--- config.mk ---
export PLATFORM = sky130hd
export DESIGN_NAME = spi_stream_master
export DESIGN_NICKNAME = d
export VERILOG_FILES = /design/src/rtl/spi_stream_pkg.sv /design/src/rtl/spi_cfg_regs.sv /design/src/rtl/spi_rx_hold.sv /design/src/rtl/spi_shift_engine.sv /design/src/rtl/spi_stream_master.sv
export SDC_FILE = /design/constraint.sdc
export NUM_CORES = 1
export LEC_CHECK = 0
export ABC_AREA = 1
export BUFFER_PORTS_ARGS = -buffer_cell sky130_fd_sc_hd__clkbuf_2
export CAP_MARGIN = 20
export CORE_AREA = 3 3 123 125
export CTS_BUF_LIST = sky130_fd_sc_hd__clkbuf_2
export CTS_CLUSTER_DIAMETER = 150
export DETAILED_ROUTE_END_ITERATION = 8
export DIE_AREA = 0 0 126 128
export SYNTH_ARGS = -nofsm -noshare
export SYNTH_HDL_FRONTEND = slang
export SYNTH_SLANG_ARGS = --single-unit
--- constraint.sdc ---
create_clock -name clk -period 3.8 [get_ports clk]
set_input_delay 0.76 -clock clk [delete_from_list [all_inputs] [get_ports clk]]
set_output_delay 0.76 -clock clk [all_outputs]
set_load 0.05 [all_outputs]
--- src/rtl/spi_stream_pkg.sv ---
package spi_stream_pkg;

    localparam int BYTE_W         = 8;
    localparam int EDGES_PER_BYTE = 2 * BYTE_W;
    localparam int EDGE_W         = $clog2(EDGES_PER_BYTE + 1);

    localparam logic [2:0] ADDR_IDLE_LVL = 3'd0;
    localparam logic [2:0] ADDR_PHASE    = 3'd1;
    localparam logic [2:0] ADDR_SETUP    = 3'd2;
    localparam logic [2:0] ADDR_HOLD     = 3'd3;
    localparam logic [2:0] ADDR_HALF     = 3'd4;

    typedef enum logic [2:0] {
        ST_IDLE,
        ST_SETUP,
        ST_SHIFT,
        ST_DRAIN,
        ST_HOLD
    } spi_state_e;

endpackage

--- src/rtl/spi_cfg_regs.sv ---
module spi_cfg_regs
    import spi_stream_pkg::*;
#(
    parameter int DLY_W  = 8,
    parameter int HALF_W = 8,
    parameter int REG_W  = 8
) (
    input  logic              clk,
    input  logic              rst_n,
    input  logic              wr_en,
    input  logic [2:0]        addr,
    input  logic [REG_W-1:0]  wdata,
    output logic              idle_lvl,
    output logic              phase,
    output logic [DLY_W-1:0]  setup_dly,
    output logic [DLY_W-1:0]  hold_dly,
    output logic [HALF_W-1:0] half_len
);

    always_ff @(posedge clk or negedge rst_n) begin
        if (!rst_n) begin
            idle_lvl  <= 1'b0;
            phase     <= 1'b0;
            setup_dly <= '0;
            hold_dly  <= '0;
            half_len  <= '0;
        end else if (wr_en) begin
            unique case (addr)
                ADDR_IDLE_LVL: idle_lvl  <= wdata[0];
                ADDR_PHASE:    phase     <= wdata[0];
                ADDR_SETUP:    setup_dly <= wdata[DLY_W-1:0];
                ADDR_HOLD:     hold_dly  <= wdata[DLY_W-1:0];
                ADDR_HALF:     half_len  <= wdata[HALF_W-1:0];
                default:       ;
            endcase
        end
    end

endmodule

--- src/rtl/spi_rx_hold.sv ---
module spi_rx_hold
    import spi_stream_pkg::*;
(
    input  logic              clk,
    input  logic              rst_n,
    input  logic              push,
    input  logic [BYTE_W-1:0] push_data,
    output logic              free,
    output logic              out_valid,
    input  logic              out_ready,
    output logic [BYTE_W-1:0] out_data
);

    assign free = !out_valid || out_ready;

    always_ff @(posedge clk or negedge rst_n) begin
        if (!rst_n) begin
            out_valid <= 1'b0;
            out_data  <= '0;
        end else if (push) begin
            out_valid <= 1'b1;
            out_data  <= push_data;
        end else if (out_ready) begin
            out_valid <= 1'b0;
        end
    end

endmodule

--- src/rtl/spi_shift_engine.sv ---
module spi_shift_engine
    import spi_stream_pkg::*;
#(
    parameter int DLY_W  = 8,
    parameter int HALF_W = 8
) (
    input  logic              clk,
    input  logic              rst_n,
    input  logic              cfg_idle_lvl,
    input  logic              cfg_phase,
    input  logic [DLY_W-1:0]  cfg_setup,
    input  logic [DLY_W-1:0]  cfg_hold,
    input  logic [HALF_W-1:0] cfg_half,
    input  logic              tx_valid,
    input  logic [BYTE_W-1:0] tx_data,
    output logic              tx_ready,
    input  logic              rx_free,
    output logic              rx_push,
    output logic [BYTE_W-1:0] rx_byte,
    output logic              sclk,
    output logic              cs_n,
    output logic              mosi,
    input  logic              miso
);

    localparam logic [EDGE_W-1:0] LAST_EDGE = EDGE_W'(EDGES_PER_BYTE);

    spi_state_e state_q, state_d;

    logic              phase_s;
    logic [DLY_W-1:0]  setup_s, hold_s, cnt_q;
    logic [HALF_W-1:0] half_s, hc_q;
    logic [EDGE_W-1:0] edge_q;
    logic [BYTE_W-1:0] tx_sh, rx_sh;
    logic              sclk_q, cs_n_q;

    logic [DLY_W-1:0]  setup_eff, hold_eff;
    logic [HALF_W-1:0] half_eff;
    logic [EDGE_W-1:0] edge_k;
    logic              edge_fire, is_sample, is_shift, byte_end, accept;
    logic [BYTE_W-1:0] rx_next;

    // Effective values: zero counts as one clock
    assign setup_eff = (setup_s == '0) ? DLY_W'(1)  : setup_s;
    assign hold_eff  = (hold_s  == '0) ? DLY_W'(1)  : hold_s;
    assign half_eff  = (half_s  == '0) ? HALF_W'(1) : half_s;

    assign edge_fire = ((state_q == ST_SETUP) && (cnt_q >= setup_eff)) ||
                       ((state_q == ST_SHIFT) && (hc_q >= half_eff - HALF_W'(1)));
    assign edge_k    = edge_q + EDGE_W'(1);
    assign is_sample = edge_k[0] ^ phase_s;
    assign is_shift  = !is_sample && (edge_k != EDGE_W'(1)) && (edge_k != LAST_EDGE);
    assign byte_end  = edge_fire && (edge_k == LAST_EDGE);
    assign rx_next   = is_sample ? {rx_sh[BYTE_W-2:0], miso} : rx_sh;

    assign tx_ready  = rx_free && ((state_q == ST_IDLE) || byte_end);
    assign accept    = tx_valid && tx_ready;
    assign rx_push   = rx_free && (byte_end || (state_q == ST_DRAIN));
    assign rx_byte   = (state_q == ST_DRAIN) ? rx_sh : rx_next;

    assign sclk = sclk_q;
    assign cs_n = cs_n_q;
    assign mosi = tx_sh[BYTE_W-1];

    // Next-state logic
    always_comb begin
        state_d = state_q;
        unique case (state_q)
            ST_IDLE:  if (accept)    state_d = ST_SETUP;
            ST_SETUP: if (edge_fire) state_d = ST_SHIFT;
            ST_SHIFT: begin
                if (byte_end) begin
                    if (accept)       state_d = ST_SHIFT;
                    else if (rx_free) state_d = ST_HOLD;
                    else              state_d = ST_DRAIN;
                end
            end
            ST_DRAIN: if (rx_free)   state_d = ST_HOLD;
            ST_HOLD:  if (cnt_q >= hold_eff) state_d = ST_IDLE;
            default:  state_d = ST_IDLE;
        endcase
    end

    // State register
    always_ff @(posedge clk or negedge rst_n) begin
        if (!rst_n) state_q <= ST_IDLE;
        else        state_q <= state_d;
    end

    // Outputs and datapath
    always_ff @(posedge clk or negedge rst_n) begin
        if (!rst_n) begin
            phase_s <= 1'b0;
            setup_s <= '0;
            hold_s  <= '0;
            half_s  <= '0;
            cnt_q   <= '0;
            hc_q    <= '0;
            edge_q  <= '0;
            tx_sh   <= '0;
            rx_sh   <= '0;
            sclk_q  <= 1'b0;
            cs_n_q  <= 1'b1;
        end else begin
            unique case (state_q)
                ST_IDLE: begin
                    sclk_q <= cfg_idle_lvl;
                    cs_n_q <= 1'b1;
                    if (accept) begin
                        phase_s <= cfg_phase;
                        setup_s <= cfg_setup;
                        hold_s  <= cfg_hold;
                        half_s  <= cfg_half;
                        tx_sh   <= tx_data;
                        cs_n_q  <= 1'b0;
                        cnt_q   <= DLY_W'(1);
                        edge_q  <= '0;
                    end
                end
                ST_SETUP, ST_SHIFT: begin
                    if (edge_fire) begin
                        sclk_q <= ~sclk_q;
                        hc_q   <= '0;
                        rx_sh  <= rx_next;
                        if (byte_end) begin
                            edge_q <= '0;
                            if (accept) tx_sh <= tx_data;
                            else        cnt_q <= DLY_W'(1);
                        end else begin
                            edge_q <= edge_k;
                            if (is_shift) tx_sh <= {tx_sh[BYTE_W-2:0], 1'b0};
                        end
                    end else if (state_q == ST_SETUP) begin
                        cnt_q <= cnt_q + DLY_W'(1);
                    end else begin
                        hc_q <= hc_q + HALF_W'(1);
                    end
                end
                ST_DRAIN: begin
                    if (cnt_q < hold_eff) cnt_q <= cnt_q + DLY_W'(1);
                end
                ST_HOLD: begin
                    if (cnt_q >= hold_eff) cs_n_q <= 1'b1;
                    else                   cnt_q  <= cnt_q + DLY_W'(1);
                end
                default: cs_n_q <= 1'b1;
            endcase
        end
    end

endmodule

--- src/rtl/spi_stream_master.sv ---
module spi_stream_master
    import spi_stream_pkg::*;
#(
    parameter  int DLY_W  = 8,
    parameter  int HALF_W = 8,
    localparam int REG_W  = (DLY_W > HALF_W) ? DLY_W : HALF_W
) (
    input  logic              clk,
    input  logic              rst_n,
    input  logic              cfg_wr,
    input  logic [2:0]        cfg_addr,
    input  logic [REG_W-1:0]  cfg_wdata,
    input  logic              tx_valid,
    output logic              tx_ready,
    input  logic [BYTE_W-1:0] tx_data,
    output logic              rx_valid,
    input  logic              rx_ready,
    output logic [BYTE_W-1:0] rx_data,
    output logic              spi_sclk,
    output logic              spi_cs_n,
    output logic              spi_mosi,
    input  logic              spi_miso
);

    logic              cfg_cpol, cfg_cpha;
    logic [DLY_W-1:0]  cfg_setup, cfg_hold;
    logic [HALF_W-1:0] cfg_half;
    logic              rx_free, rx_push;
    logic [BYTE_W-1:0] rx_byte;

    spi_cfg_regs #(.DLY_W(DLY_W), .HALF_W(HALF_W), .REG_W(REG_W)) u_regs (
        .clk       (clk),
        .rst_n     (rst_n),
        .wr_en     (cfg_wr),
        .addr      (cfg_addr),
        .wdata     (cfg_wdata),
        .idle_lvl  (cfg_cpol),
        .phase     (cfg_cpha),
        .setup_dly (cfg_setup),
        .hold_dly  (cfg_hold),
        .half_len  (cfg_half)
    );

    spi_shift_engine #(.DLY_W(DLY_W), .HALF_W(HALF_W)) u_engine (
        .clk          (clk),
        .rst_n        (rst_n),
        .cfg_idle_lvl (cfg_cpol),
        .cfg_phase    (cfg_cpha),
        .cfg_setup    (cfg_setup),
        .cfg_hold     (cfg_hold),
        .cfg_half     (cfg_half),
        .tx_valid     (tx_valid),
        .tx_data      (tx_data),
        .tx_ready     (tx_ready),
        .rx_free      (rx_free),
        .rx_push      (rx_push),
        .rx_byte      (rx_byte),
        .sclk         (spi_sclk),
        .cs_n         (spi_cs_n),
        .mosi         (spi_mosi),
        .miso         (spi_miso)
    );

    spi_rx_hold u_rx (
        .clk       (clk),
        .rst_n     (rst_n),
        .push      (rx_push),
        .push_data (rx_byte),
        .free      (rx_free),
        .out_valid (rx_valid),
        .out_ready (rx_ready),
        .out_data  (rx_data)
    );

endmodule

==> results of run 1 <==
==> sequential cells by signal (all words and copies together) (netlist names), 3 cells and up <==
signal / cells
u_engine.hold_s: 8
u_regs.hold_dly: 8
u_engine.state_q: 3
u_regs.half_len: 8
u_rx.out_data: 8
u_engine.rx_sh: 8
u_engine.tx_sh: 8
u_engine.half_s: 8
u_regs.setup_dly: 8
u_engine.setup_s: 8
u_engine.cnt_q: 8
u_engine.edge_q: 5
u_engine.hc_q: 8
==> cell families after synthesis <==
kind of cell | count (synthesis) | synth area share (%)
adders and majority gates | 30 | 6.72
DFF | 102 | 45.7
xor gates and xnor gates | 15 | 2.35
buffers and inverters | 128 | 9.04
and+or+nand+nor | 299 | 23.0
AOI/OAI and AO/OA | 136 | 13.2
==> through the flow <==
stage	util (%)	hold WS, ns	instance area, sq um	worst slack [ns]	power [mW]
global placement	42.7	0.471	5980	0.370	3.66
finish	44.7	0.236	6260	-0.0123	4.45
floorplan	-	0.453	5590	0.584	3.22
detailed placement	42.7	0.473	5980	0.239	3.75
global route	44.7	0.230	6260	-0.261	4.87
CTS	43.9	0.244	6140	-0.164	4.30
==> per-layer routing <==
layer  share of wire (%)  track usage (%)  vias up  routed length [um]
met5                   0                0        -                   0
met1                  47             20.9     2165                5930
li1                    -                -     2370                   -
met3                 4.0             3.75       17                 510
met2                  47             26.4      101                5970
met4                 1.6             5.05        0                 203
==> synth_stat cells (all sizes together) (4+ instances only) <==
cell / n / area (sq um)
nand2: 181 / 724
inv: 112 / 420
dfrtp: 101 / 2530
o21ai: 94 / 470
nor2: 63 / 251
nand3: 39 / 210
a21oi: 30 / 173
ha: 30 / 375
xor2: 10 / 87.6
buf: 8 / 55.1
clkbuf: 7 / 26.3
nor3: 6 / 35.0
xnor2: 5 / 43.8
nand4: 4 / 25.0
==> worst max-delay path by stage <==
stage	from	end	slack, ns	depth (start not counted)
2_1_floorplan	u_engine.half_s[3]	tx_ready	0.58	16
3_3_place_gp	u_engine.half_s[3]	tx_ready	0.37	17
3_5_place_dp	u_engine.half_s[3]	u_engine.tx_sh[2]	0.24	23
4_1_cts	u_engine.half_s[4]	tx_ready	-0.16	17
5_1_grt	u_engine.half_s[3]	tx_ready	-0.26	18
6_report	u_engine.half_s[3]	tx_ready	-0.01	17
==> cell type report <==
type | count | area (sq um) | share of cell area [%]
clock buffer | 9 | 45.0 | 0.720
clock inverter | 7 | 38.8 | 0.620
inverter | 113 | 424 | 6.78
multi-input combinational | 480 | 2620 | 41.8
sequential | 102 | 2550 | 40.8
tap | 180 | 225 | 3.60
timing repair buffer | 56 | 353 | 5.64
==> repair_timing <==
item                                    4_1_cts  5_1_grt
pin swaps                                    12       15
endpoints found under the setup margin        1        2
gates resized for setup                       6       17
setup buffers                                 8        5
==> power breakdown <==
group	leakage [nW]	total (mW)	switching [mW]	internal, mW
clock network	0.0485	0.447	0.368	0.0794
registers	1.28	1.66	0.248	1.41
logic	1.91	2.34	1.49	0.847
total	3.24	4.45	2.11	2.33
==> flow_summary.json, run 1 <==
{
  "outcome": "finished with violations",
  "violations": "setup timing",
  "rows": 43,
  "port-buffer-count": 37,
  "worst-path-buf-inv": 3,
  "rr_worst_depth": 24,
  "cts_tree": "done",
  "grt-ovfl-total": 0,
  "setup_tns_ns": -0.0123,
  "netlist_area_sq_mm": 0.00559,
  "place.gp.congestion": 0.873,
  "core_area_sq_mm": 0.0140,
  "end_kind": "primary output",
  "dieHeight_um": 128,
  "layout_common_cells": "nand2_1, inv_1, dfrtp_1, o21ai_0, nor2_1",
  "areaGrowthSynthToFinish_pct": 12.0,
  "relSlewSlack_pct": 36.5,
  "mostFrequentLayoutCell": "nand2_1",
  "irDropWorstVdd_mv": 0.372,
  "grt_pass1_vias": 4497,
  "cp_cell_sequence": "nor2_1, inv_1, nor3_4, a21oi_4, ha_4, nand2_2, xnor2_1, inv_1, ha_1, nand2_2, o21a_1, nand2_1, nand2_2, nand2_4, nand2_4, a21oi_4, buf_8",
  "ant_nets": 0,
  "p_leak_nw": 3.24,
  "synth_edf_count": 0,
  "arrival_ns": 3.05,
  "ys_ff_latch": 102,
  "final_cells": 947,
  "synth_fp_nets": 765,
  "wire_per_inst_um": 13.3,
  "slew_viol_final": 0,
  "path_clk_slew_ns": 0.25,
  "r2r_setup_slack_ns": 0.36,
  "cts-htree-levels": 3,
  "place_inst": 918,
  "drive_above_1_share_pct": 14.7,
  "setup_violations": 1,
  "final_hold_viol_count": 0,
  "synthArstFlopShare_pct": 100,
  "cp_max_fo": 3,
  "period_share_pct": 100,
  "cts_root_buf": "clkbuf_2",
  "firstDrtPassIters": 5,
  "synth_cell_types": 38,
  "grt_pass1_wl_um": 21100,
  "n_fill_cell": 1419,
  "nets": 817,
  "drt_wl_total_um": 12600,
  "via_per_inst": 4.91,
  "track_usage_pct": 16.0,
  "seq_area_frac_synth_pct": 45.7,
  "cp_slowest_cell": "dfrtp_1",
  "cp_slowest_stage_delay_ns": 0.44,
  "r2r-start": "u_engine.half_s[3]",
  "crit_top_cell": "nand2_2",
  "worst-slew-pin-transition_ns": 0.952,
  "start_util_pct": 40.0,
  "clock_latency_ns": 0.61,
  "cap_violations": 0,
  "antennaDiodeCount": 0,
  "hp-class": "primary input to asynchronous set/reset pin",
  "grt_antenna_before_repair": 0,
  "max-clock-path-buffers": 2,
  "rsz0062_at_grt": "yes",
  "cts_hold_buf": 0,
  "die_area_sq_mm": 0.0161,
  "fp.dieW_um": 126,
  "timing.fmax_ghz": 0.262,
  "p_per_area_mw_per_mm2": 710,
  "startpoint_type": "flip-flop",
  "crit_family": "simple AND/OR/NAND/NOR gates",
  "yosysWarnings": 0,
  "io_pins": 38,
  "layout_min_cycle_time_ns": 3.81,
  "num_vias": 4653,
  "layout_setup_ws_ns": -0.0123,
  "synth_area_per_cell_sq_um": 7.87,
  "dp_hpwl_um": 9120,
  "numCtsBuffers": 9,
  "timing.rr.end": "u_engine.tx_sh[2]",
  "dr.first_iter.drc_count": 290,
  "crit_type": "flip-flop to primary output",
  "finClkSkew_ns": 0.0168,
  "worstPathRequired_ns": 3.04,
  "grt_max_degree": 75,
  "cts.sinks": 102,
  "postSynth.topFlopCell": "dfrtp_1",
  "drc_errors": 0,
  "syn_inst": 710
}
No activity file was read; power rests on OpenSTA's default activity.
==> run 2: changes to the inputs <==
CTS_BUF_LIST = default   (was sky130_fd_sc_hd__clkbuf_2)
==> run 2 against run 1 <==
The flow now finishes without violations. Largest cell class unchanged. Largest power group unchanged. Routed wire length down 1.0%. Final area up 1.7%. Sequential cell count unchanged.
==> flow_summary.json, run 2 (same netlist as run 1, synthesis figures left out) <==
{
  "clock_latency_ns": 0.35,
  "path_clk_slew_ns": 0.07,
  "holdPathStages": 2,
  "final_hold_viol_count": 0,
  "grt_max_degree": 75,
  "cap_violations": 0,
  "dp_hpwl_um": 9120,
  "cts.sinks": 102,
  "cts_tree": "done",
  "cts-htree-levels": 3,
  "slew_viol_final": 0,
  "layout_min_cycle_time_ns": 3.69,
  "crit_top_cell": "nand2_2",
  "place_inst": 918,
  "grt_pass1_wl_um": 21100,
  "layout_common_cells": "nand2_1, inv_1, dfrtp_1, o21ai_0, nor2_1",
  "grt_antenna_before_repair": 0,
  "final_cells": 940,
  "setup_tns_ns": 0,
  "cp_slowest_cell": "dfrtp_1",
  "io_pins": 38,
  "max-clock-path-buffers": 2,
  "dr.first_iter.drc_count": 307,
  "relSlewSlack_pct": 37.2,
  "period_share_pct": 97.1,
  "cp_max_fo": 5,
  "startpoint_type": "flip-flop",
  "n_fill_cell": 1393,
  "cp_slowest_stage_delay_ns": 0.41,
  "dieHeight_um": 128,
  "hp-class": "flip-flop to flip-flop",
  "irDropWorstVdd_mv": 0.339,
  "wire_per_inst_um": 13.3,
  "place.gp.congestion": 0.873,
  "arrival_ns": 2.93,
  "worst-slew-pin-transition_ns": 0.942,
  "stdcell_area_sq_mm": 0.00637,
  "worstPathRequired_ns": 3.04,
  "setup_violations": 0,
  "ant_nets": 0,
  "start_util_pct": 40.0,
  "crit_type": "flip-flop to primary output",
  "finClkSkew_ns": 0.00534,
  "layout_setup_ws_ns": 0.110,
  "firstDrtPassIters": 7,
  "cp_cell_sequence": "nor2_2, inv_2, nor3_4, a21oi_2, ha_2, nand2_1, xnor2_1, inv_1, ha_1, nand2_2, o21a_1, nand2_1, nand2_2, nand2_2, nand2_4, a21oi_4, buf_8",
  "whs_ns": 0.483,
  "fp.dieW_um": 126,
  "p_leak_nw": 3.28,
  "drive_above_1_share_pct": 13.6,
  "port-buffer-count": 37,
  "track_usage_pct": 16.1,
  "grt_pass1_vias": 4476,
  "final_util_pct": 45.5,
  "die_area_sq_mm": 0.0161,
  "rows": 43,
  "drc_errors": 0,
  "numCtsBuffers": 9,
  "via_per_inst": 4.91,
  "antennaDiodeCount": 0,
  "outcome": "finished clean",
  "rr_worst_depth": 23,
  "num_vias": 4618,
  "core_area_sq_mm": 0.0140,
  "mostFrequentLayoutCell": "nand2_1",
  "nets": 810,
  "grt-ovfl-total": 0,
  "pre_cts_ws_ns": 0.239,
  "rsz0062_at_grt": "yes",
  "timing.fmax_ghz": 0.271,
  "p_total_mw": 4.79,
  "areaGrowthSynthToFinish_pct": 13.9,
  "drt_wl_total_um": 12500,
  "placed_cell_area_sq_mm": 0.00598,
  "end_kind": "primary output",
  "p_per_area_mw_per_mm2": 752,
  "cts_root_buf": "clkbuf_16"
}
==> run 2: changes by cell type in the layout (fill, tap and decap cells not counted), moves of 3 or more <==
cell	delta
clkbuf_16	+9
clkbuf_2	-9
buf_4	-7
clkbuf_8	+4
clkinv_1	-4
nand2_1	+4
nand2_2	-3
==> run 2: final cells by class <==
| cell class | instances | area, sq um | share of cell area (%) |
|---|---|---|---|
| multi-input combinational | 480 | 2560 | 40.2 |
| sequential | 102 | 2550 | 40.1 |
| inverter | 113 | 424 | 6.66 |
| timing repair buffer | 49 | 300 | 4.72 |
| clock buffer | 13 | 280 | 4.40 |
| tap | 180 | 225 | 3.54 |
| clock inverter | 3 | 23.8 | 0.373 |
==> run 2: final timing paths <==
path / startpoint / to / slack, ns
max: u_engine.half_s[4] / tx_ready / 0.11
min: u_rx.out_data[3] / u_rx.out_data[3] / 0.48
max reg2reg: u_engine.half_s[4] / u_engine.tx_sh[2] / 0.36
min reg2reg: u_rx.out_data[3] / u_rx.out_data[3] / 0.48
max in group asynchronous: rst_n / u_engine.hc_q[3] / 2.46
min in group asynchronous: rst_n / u_engine.rx_sh[7] / 0.54
==> run 2: worst max-delay path, delay by kind of cell, from the launching register on <==
kind | cells | cell delay (ns)
xor+xnor | 1 | 0.12
fa+ha+maj | 2 | 0.50
buf+inv | 3 | 0.29
compound gates | 3 | 0.49
flops | 1 | 0.41
simple gates | 8 | 0.77
==> run 2: report_power, final <==
| group | switching (mW) | internal, mW | leakage [nW] |
|---|---|---|---|
| clock network | 0.406 | 0.518 | 0.144 |
| registers | 0.245 | 1.41 | 1.28 |
| logic | 1.44 | 0.766 | 1.86 |
==> run 2: repair_timing <==
action | in CTS | in global routing
gates resized for setup | 3 | 10
setup buffers | 0 | 6
hold buffers | 0 | 0
pin swaps | 0 | 7
endpoints found under the hold margin | 0 | 0
setup endpoints to repair | 1 | 17
==> run 2: per-layer routing <==
layer | vias to the layer above | wire [um] | global-route usage (%)
met5 | - | 0 | 0
li1 | 2355 | - | -
met1 | 2154 | 5890 | 20.9
met2 | 93 | 5920 | 26.7
met4 | 0 | 189 | 5.11
met3 | 16 | 496 | 3.67
